## src/rtl/lpc_host_seq.sv

```systemverilog
module lpc_host_seq #(
  parameter int WD_W = 16
) (
  input  logic            clk,
  input  logic            rst_n,
  input  logic            req_valid,
  input  logic [1:0]      req_kind,
  input  logic            req_write,
  input  logic [31:0]     req_addr,
  input  logic [1:0]      req_size,
  input  logic [31:0]     req_wdata,
  input  logic [WD_W-1:0] wd_limit,
  output logic            busy,
  output logic            done,
  output logic [1:0]      sts,
  output logic [31:0]     rdata,
  output logic            lframe_n,
  output logic [3:0]      lad_out,
  output logic            lad_oe,
  input  logic [3:0]      lad_in
);

  localparam logic [1:0] K_IO = 2'd0, K_MEM = 2'd1, K_FW = 2'd2, K_DMA = 2'd3;
  localparam logic [1:0] ST_OK = 2'd0, ST_ERR = 2'd1, ST_TMO = 2'd2, ST_VIOL = 2'd3;
  localparam logic [3:0] SY_RDY = 4'h0, SY_MORE = 4'h9, SY_ERR = 4'hA;

  typedef enum logic [3:0] {
    S_IDLE, S_START, S_CTYP, S_ADDR, S_SIZE, S_HDAT, S_HTA1, S_HTA2,
    S_SYNC, S_FWS, S_PDAT, S_PTA1, S_PTA2, S_ABRT
  } st_t;

  st_t            state;
  logic [1:0]     kind, size;
  logic           wr, fin;
  logic [31:0]    addr, wdat;
  logic [2:0]     ac;
  logic [3:0]     dn;
  logic [1:0]     abc;
  logic [WD_W-1:0] wcnt;

  logic           fw, dma;
  logic [2:0]     amax;
  logic [31:0]    ash;
  logic [3:0]     nib_tot, nib_last, szc, ctyp, startn;
  logic           sy_end, sy_err;

  assign fw       = kind == K_FW;
  assign dma      = kind == K_DMA;
  assign nib_tot  = (size == 2'd0) ? 4'd2 : (size == 2'd1) ? 4'd4 : 4'd8;
  assign nib_last = nib_tot - 4'd1;
  assign szc      = (size == 2'd0) ? 4'h0 : (size == 2'd1) ? 4'h1 : (fw ? 4'h2 : 4'h3);
  assign startn   = fw ? (wr ? 4'hE : 4'hD) : 4'h0;
  assign ash      = addr >> {amax - ac, 2'b00};
  assign sy_err   = (lad_in == SY_ERR) && !fw;
  assign sy_end   = (lad_in == SY_RDY) || (lad_in == SY_MORE) || ((lad_in == SY_ERR) && fw);

  always_comb begin
    case (kind)
      K_IO:    begin amax = 3'd3; ctyp = {3'b000, wr} << 1; end
      K_MEM:   begin amax = 3'd7; ctyp = {2'b01, wr, 1'b0}; end
      K_FW:    begin amax = 3'd6; ctyp = 4'h0; end
      default: begin amax = 3'd0; ctyp = {2'b10, wr, 1'b0}; end
    endcase
  end

  assign busy     = state != S_IDLE;
  assign lframe_n = !(state == S_START || state == S_ABRT);
  assign lad_oe   = state inside {S_START, S_CTYP, S_ADDR, S_SIZE, S_HDAT, S_HTA1, S_ABRT};

  always_comb begin
    case (state)
      S_START: lad_out = startn;
      S_CTYP:  lad_out = ctyp;
      S_ADDR:  lad_out = ash[3:0];
      S_SIZE:  lad_out = szc;
      S_HDAT:  lad_out = wdat[{dn[2:0], 2'b00} +: 4];
      default: lad_out = 4'hF;
    endcase
  end

  always_ff @(posedge clk) begin
    if (!rst_n) begin
      state <= S_IDLE;
      kind  <= K_IO;
      size  <= 2'd0;
      wr    <= 1'b0;
      addr  <= '0;
      wdat  <= '0;
      ac    <= '0;
      dn    <= '0;
      abc   <= '0;
      wcnt  <= '0;
      fin   <= 1'b0;
      done  <= 1'b0;
      sts   <= ST_OK;
      rdata <= '0;
    end else begin
      done <= 1'b0;
      case (state)
        S_IDLE: if (req_valid) begin
          kind  <= req_kind;
          size  <= req_size;
          wr    <= req_write;
          addr  <= req_addr;
          wdat  <= req_wdata;
          ac    <= '0;
          dn    <= '0;
          wcnt  <= '0;
          fin   <= 1'b0;
          sts   <= ST_OK;
          rdata <= '0;
          state <= S_START;
        end
        S_START: state <= S_CTYP;
        S_CTYP:  state <= S_ADDR;
        S_ADDR: begin
          ac <= ac + 3'd1;
          if (ac == amax)
            state <= (fw || dma) ? S_SIZE : (wr ? S_HDAT : S_HTA1);
        end
        S_SIZE: state <= wr ? S_HDAT : S_HTA1;
        S_HDAT: begin
          dn <= dn + 4'd1;
          if (dn[0] && (!fw || dn == nib_last)) state <= S_HTA1;
        end
        S_HTA1: state <= S_HTA2;
        S_HTA2: begin
          wcnt  <= '0;
          state <= (fw && wr) ? S_FWS : S_SYNC;
        end
        S_SYNC: begin
          if (sy_err) begin
            sts   <= ST_ERR;
            fin   <= 1'b1;
            state <= S_PTA1;
          end else if (sy_end) begin
            if (wr) begin
              fin   <= dn == nib_tot;
              state <= S_PTA1;
            end else
              state <= S_PDAT;
          end else if (wcnt == wd_limit - 1'b1) begin
            sts   <= ST_TMO;
            abc   <= '0;
            state <= S_ABRT;
          end else
            wcnt <= wcnt + 1'b1;
        end
        S_FWS: begin
          if (lad_in != SY_RDY && lad_in != SY_ERR) sts <= ST_VIOL;
          fin   <= 1'b1;
          state <= S_PTA1;
        end
        S_PDAT: begin
          rdata[{dn[2:0], 2'b00} +: 4] <= lad_in;
          dn <= dn + 4'd1;
          if (dn[0]) begin
            if (dn == nib_last) begin
              fin   <= 1'b1;
              state <= S_PTA1;
            end else if (!fw) begin
              wcnt  <= '0;
              state <= S_SYNC;
            end
          end
        end
        S_PTA1: state <= S_PTA2;
        S_PTA2: begin
          if (fin) begin
            done  <= 1'b1;
            state <= S_IDLE;
          end else
            state <= S_HDAT;
        end
        S_ABRT: begin
          abc <= abc + 2'd1;
          if (abc == 2'd3) begin
            done  <= 1'b1;
            state <= S_IDLE;
          end
        end
        default: state <= S_IDLE;
      endcase
    end
  end

  p_frame_after_req_r1: assert property (@(posedge clk) disable iff (!rst_n)
    (!lframe_n && $past(lframe_n) && !$past(busy)) |-> $past(req_valid));

  p_release_after_ones_r4: assert property (@(posedge clk) disable iff (!rst_n)
    $fell(lad_oe) |-> $past(lad_out) == 4'hF);

  p_fw_never_err_r9: assert property (@(posedge clk) disable iff (!rst_n)
    (done && kind == K_FW) |-> sts != ST_ERR);

  p_wd_bound_r10: assert property (@(posedge clk) disable iff (!rst_n)
    (state == S_SYNC && wd_limit != '0) |-> wcnt < wd_limit);

  p_done_pulse_r11: assert property (@(posedge clk) disable iff (!rst_n)
    done |=> !done);

  p_idle_hold_r11: assert property (@(posedge clk) disable iff (!rst_n)
    (!busy && $past(!busy)) |-> $stable(rdata));

endmodule

```

## config.mk

```make
export PLATFORM = sky130hd
export DESIGN_NAME = lpc_host_seq
export DESIGN_NICKNAME = d
export VERILOG_FILES = /design/src/rtl/lpc_host_seq.sv
export SDC_FILE = /design/constraint.sdc
export NUM_CORES = 1
export LEC_CHECK = 0
export BUFFER_PORTS_ARGS = -buffer_cell sky130_fd_sc_hd__buf_2
export CORE_UTILIZATION = 57
export DETAILED_ROUTE_END_ITERATION = 6
export GPL_TIMING_DRIVEN = 0
export HOLD_SLACK_MARGIN = 0.03
export PLACE_DENSITY = 0.82
export RECOVER_POWER = 25
export REMOVE_ABC_BUFFERS = 1
export SLEW_MARGIN = 30
export SYNTH_ARGS = -nofsm -noshare
export SYNTH_HDL_FRONTEND = slang
export SYNTH_SLANG_ARGS = --single-unit
```

## constraint.sdc

```tcl
create_clock -name clk -period 7 [get_ports clk]
set_input_delay 1.05 -clock clk [delete_from_list [all_inputs] [get_ports clk]]
set_output_delay 1.05 -clock clk [all_outputs]
set_load 0.01 [all_outputs]
```

After elaboration in Yosys (flattened, before gate mapping)
Cells that the tools add are included.

storage, ports and cells
  logic and storage cells = 167
  output and inout bits = 42
  bits in registers = 134
  bits of input ports = 92

cells by class
  shift operators = 4
  reductions and logical operators = 36
  add/subtract/negate cells = 8
  equality and inequality tests = 44
  multiplexer cells = 61

operators by type and width
  cell                                                  number
  two-way mux 16 bit                                    7
  one-hot mux 16 bit (4 select lines)                   1
  one-hot mux 32 bit (2 select lines)                   1
  two-way mux 4 bit                                     15
  one-hot mux 4 bit (14 select lines)                   1
  bitwise mux 32 bit                                    1
  equality test 4 bit, second input constant            8
  two-way mux 32 bit                                    1
  variable shift 4 x 7 -> 32 bit, first input constant  1
  variable part select 32 x 6 -> 4 bit                  1
  variable part select 4 x 7 -> 32 bit                  1
  right shift 32 x 5 -> 4 bit                           1
  two-way mux 2 bit                                     12
  inequality test 2 bit, second input constant          10
  one-hot mux 4 bit (5 select lines)                    1
  adder 16 x 1 -> 16 bit, second input constant         1
  equality test 16 bit                                  1
  equality test 4 x 3 -> 1 bit, second input constant   4
  nonzero test 4 bit                                    4
  subtractor 16 x 1 -> 16 bit, second input constant    1
  inequality test 3 bit, second input constant          5
  one-hot mux 4 bit (3 select lines)                    1
  two-way mux 1 bit                                     11
  one-hot mux 3 bit (3 select lines)                    1
  other kinds (36)                                      62

Depth between registers and ports, before layout
  depth after elaboration = 9
  mapped depth = 12
  gate-level depth less buffers = 10

Worst setup path before layout
No wires, ideal clock.

  path type = input -> register
  from = input port wd_limit[5]
  to = register wcnt[11]
  setup slack = 3.410 ns
  setup time = 0.069 ns
  arrival time = 3.521 ns
  cell stages on the path = 11
  path buffers = 3
  required time = 6.931 ns
  path through = clkbuf_1 -> or4_1 -> or2_1 -> or4_4 -> a32oi_2 -> o2111ai_4 -> a21oi_2 -> buf_6 -> buf_12 -> o31ai_1 -> a21oi_2

between the ends
  cells in the longest elaborated chain, start to end = 4

ends and longest elaborated chain
  element                                 RTL line  text
  from (decl)                             12        input logic [WD_W-1:0] wd_limit,
  subtractor 16 x 1 -> 16 bit             142       end else if (wcnt == wd_limit - 1'b1) begin
  equality test 16 bit                    142
  inequality test 2 bit (no source line)  --
  AND reduction 8 bit (no source line)    --
  to (signal assigned)                    147       wcnt <= wcnt + 1'b1;
  to (decl)                               39        logic [WD_W-1:0] wcnt;

Every way passes these cells.
A chain may end at the register's enable or synchronous reset.

Final worst setup path
  from = register kind[0]
  to = output port lad_out[1]

between the ends
  cells in the longest elaborated chain, start to end = 5
  elaborated cells between the ends (all ways) = 9
  those cells by class = add/sub: 1; eq/ne: 2; shift: 1; mux: 4; reduce/logical: 1

ends and longest elaborated chain
  element                                      RTL line  text
  from (decl)                                  33        logic [1:0] kind, size;
  from (signal assigned)                       101       kind <= req_kind;
  equality test 2 bit (tied with other cells)  47, 58
  one-hot mux 3 bit (3 select lines)           58        case (kind)
  subtractor 3 bit                             53        assign ash = addr >> {amax - ac, 2'b00};
  right shift 32 x 5 -> 4 bit                  53
  one-hot mux 4 bit (5 select lines) *         71        case (state)
  to (decl)                                    18        output logic [3:0] lad_out,

Mark *: on every way between the ends. The rest lies on a longest branch, timed or not.

==> flow_metrics.tcl <==
set metrics [dict create \
    status "finished with violations" \
    violations "max-capacitance violations, max-slew violations" \
    cts_inserted_buffers 17 \
    clock_latency_ns 0.42 \
    die_h_um 113.5 \
    yosys.area_share.simple_pct 24.55 \
    path_cells "inv_1 -> ha_1 -> nor2_1 -> ha_1 -> fa_1 -> mux4_2 -> mux2i_1 -> o22ai_1 -> or4_1 -> buf_2" \
    fin_ws_ns 2.619 \
    coreArea_sq_mm 0.01206 \
    seq_area_frac_synth_pct 37.85 \
    regArea_sq_mm 0.002685 \
    synthesis.area_sq_mm 0.007088 \
    track_usage_pct 27.43 \
    ctsLongestPathBuffers 2 \
    holdBufCountCts 0 \
    cts_setup_buffers 0 \
    final_cells 1160 \
    synthAdderAreaFrac_pct 2.930 \
    hold_path_class "reg -> reg" \
    first_iter_violations 407 \
    power_leakage_nw 3.150 \
    grt_max_degree 66 \
    diodes 0 \
    synth_area_per_cell_sq_um 8.018 \
    synth_mux_area_share_pct 6.796 \
    h-tree-depth 4 \
    synth_top_family_by_area "simple AND/OR/NAND/NOR gates" \
    multi_input_area_sq_mm 0.004074 \
    setup_viol_count_final 0 \
    cts_root_buf "clkbuf_16" \
    synth_most_common_cell "nand2_1" \
    finClkSkew_ns 0.008599 \
    avgRoutedWirePerCell_um 14.84 \
    antenna_found_initial 0 \
    hold_violations 0 \
    synth-compound-area-share_pct 19.93 \
    synth_area_leaders "dfxtp_1 (38%), nand2_1 (9.6%), a21oi_1 (8.2%)" \
    crit_family "adder cells" \
    cts.repair.resized 0 \
    clkTransAtPathRegs_ns 0.06 \
    io_buffers 133 \
    ios 134 \
    drt_wl_total_um 17220 \
    required_ns 5.95 \
    rsz0062_at_grt "no" \
    antenna_violating_nets_post_route 0 \
    synthXorXnorAreaFrac_pct 3.036 \
    via_per_inst 5.753 \
    yosysUniqueCellTypes 69 \
    drc 0 \
    place.gp.congestion 0.8716 \
    max_stage_delay_ns 0.78 \
    synth_flop_cell "dfxtp_1" \
    fin_crit_ns 4.381 \
    worstSetupPathType "reg -> out" \
    cp_common_cell "ha_1" \
    start_kind "register" \
    start_util_pct 58.77 \
    synth_edf_count 0 \
    whs_ns 0.4521 \
    arrival_ns 3.33 \
    drive_above_1_share_pct 17.24 \
    ys_ff_latch 134 \
    setup_tns_ns 0 \
    finalNetCount 1087 \
    syn2layout_area_growth_pct 18.82 \
    ys_warn_count 0 \
    dp_cells 1128 \
    power.density_mw_per_mm2 320.0 \
    grt_pass1_vias 6080 \
    slew_headroom_pct -20.16 \
    max_clock_freq_mhz 228.3 \
    die_area_sq_mm 0.01289 \
    yosys.area.top_type "dfxtp_1" \
    critical-path-slowest-cell "fa_1" \
    async_flop_share_pct 0 \
    cp-end-kind "output pin" \
    worst-path-max-fanout 8 \
    worst_pin_slew_ns 1.796 \
    cts.sinks 134 \
    dr.pass1.iters 5 \
    ir_drop_v 0.0002298 \
    rows 40 \
    critPathBufInv 2 \
    maxCapViolations 1 \
    drv_slew 19 \
    nFillCells 1003 \
    num_vias 6674 \
    place_hpwl_um 11710 \
    dp_worst_setup_slack_ns 2.906 \
    grt_pass1_wl_um 28170 \
    fin_crit_sh_pct 62.58 \
    grt_overflow 0 \
    cts_tree "done" \
    die_w_um 113.5 \
    yosys-top-cells-count "nand2_1 (182), dfxtp_1 (134), a21oi_1 (116), nor2_1 (70), clkbuf_1 (53)" \
    synth_top_area_share_pct 37.85 \
    syn_inst 884 \
]
cells in the final DEF, fill, tap and decap left out, types with 6 or more instances in the layout:
cell,synthesis,final
nor2_1,70,70
and3_1,8,8
dfxtp_1,134,132
nand4_1,7,7
buf_2,1,98
a21oi_2,8,8
or4_1,13,13
nand2b_1,9,9
a21oi_1,116,116
clkbuf_1,53,39
clkbuf_16,0,17
nand3_1,30,29
nor3_1,15,15
mux2i_1,11,11
xor2_1,10,10
o21ai_0,22,21
o31ai_1,13,13
nor4_1,6,6
mux4_2,16,16
nand2_1,182,182
a22oi_1,23,23
xnor2_1,12,12
ha_1,15,15
or3_1,6,6
inv_1,17,17
tightest hold or removal path, delay by kind of cell, from the launching register on:
family,cells,cell delay [ns]
AOI/OAI and AO/OA,1,0.05
DFF,1,0.30
and+or+nand+nor,1,0.05
stage by stage:
stage	power [W]	util (%)	area [sq um]
global placement	0.001698	63.77	7691
CTS	0.002707	70.23	8471
global route	0.002846	69.82	8422
detailed placement	0.001754	64.95	7834
finish	0.002695	69.82	8422
floorplan	0.001467	-	6815
per-layer routing:
| metal | track usage, % | vias up | part of all wire (%) | wire, um |
|---|---|---|---|---|
| met1 | 35.24 | 3109 | 45 | 7794 |
| met2 | 45.20 | 214 | 47 | 8153 |
| met3 | 7.067 | 16 | 6.2 | 1065 |
| met4 | 8.596 | 0 | 1.2 | 204 |
| li1 | - | 3335 | - | - |
| met5 | 0 | - | 0 | 0 |
power by group:
part	leakage [nW]	internal (W)	switching (W)
Clock	0.308	0.000634	0.000319
Combinational	1.75	0.000318	0.000475
Sequential	1.09	0.000858	0.0000914
cell families (layout without fill, tap and decap cells):
family	Yosys count	after routing
xor+xnor	23	23
buf+inv	82	190
fa+ha+maj	16	16
simple gates	375	375
compound gates	226	226
flops	134	134
mux	28	28
layout make-up:
class                           count  share of cell area, %
Multi-Input combinational cell    668                  48.37
Sequential cell                   134                  31.88
Timing Repair Buffer              138                  8.736
Clock buffer                       25                  5.883
Tap cell                          168                  2.496
Clock inverter                      7                  1.679
Inverter                           20                 0.9508
sequential cells by signal, indices dropped and copies added (netlist names), 2 cells and up:
register	count
dn	4
wdat	32
state	4
abc	2
sts	2
ac	3
wcnt	16
rdata	32
kind	2
addr	32
size	2
path summary, 6_finish.rpt:
kind | start | endpoint | slack (ns) | cells past startpoint
setup / recovery | kind[0] | lad_out[1] | 2.62 | 10
hold / removal | wdat[27] | wdat[27] | 0.45 | 2
setup reg to reg | state[1] | rdata[30] | 3.78 | 7
hold reg to reg | wdat[27] | wdat[27] | 0.45 | 2
(Power assumes the default switching activity.)
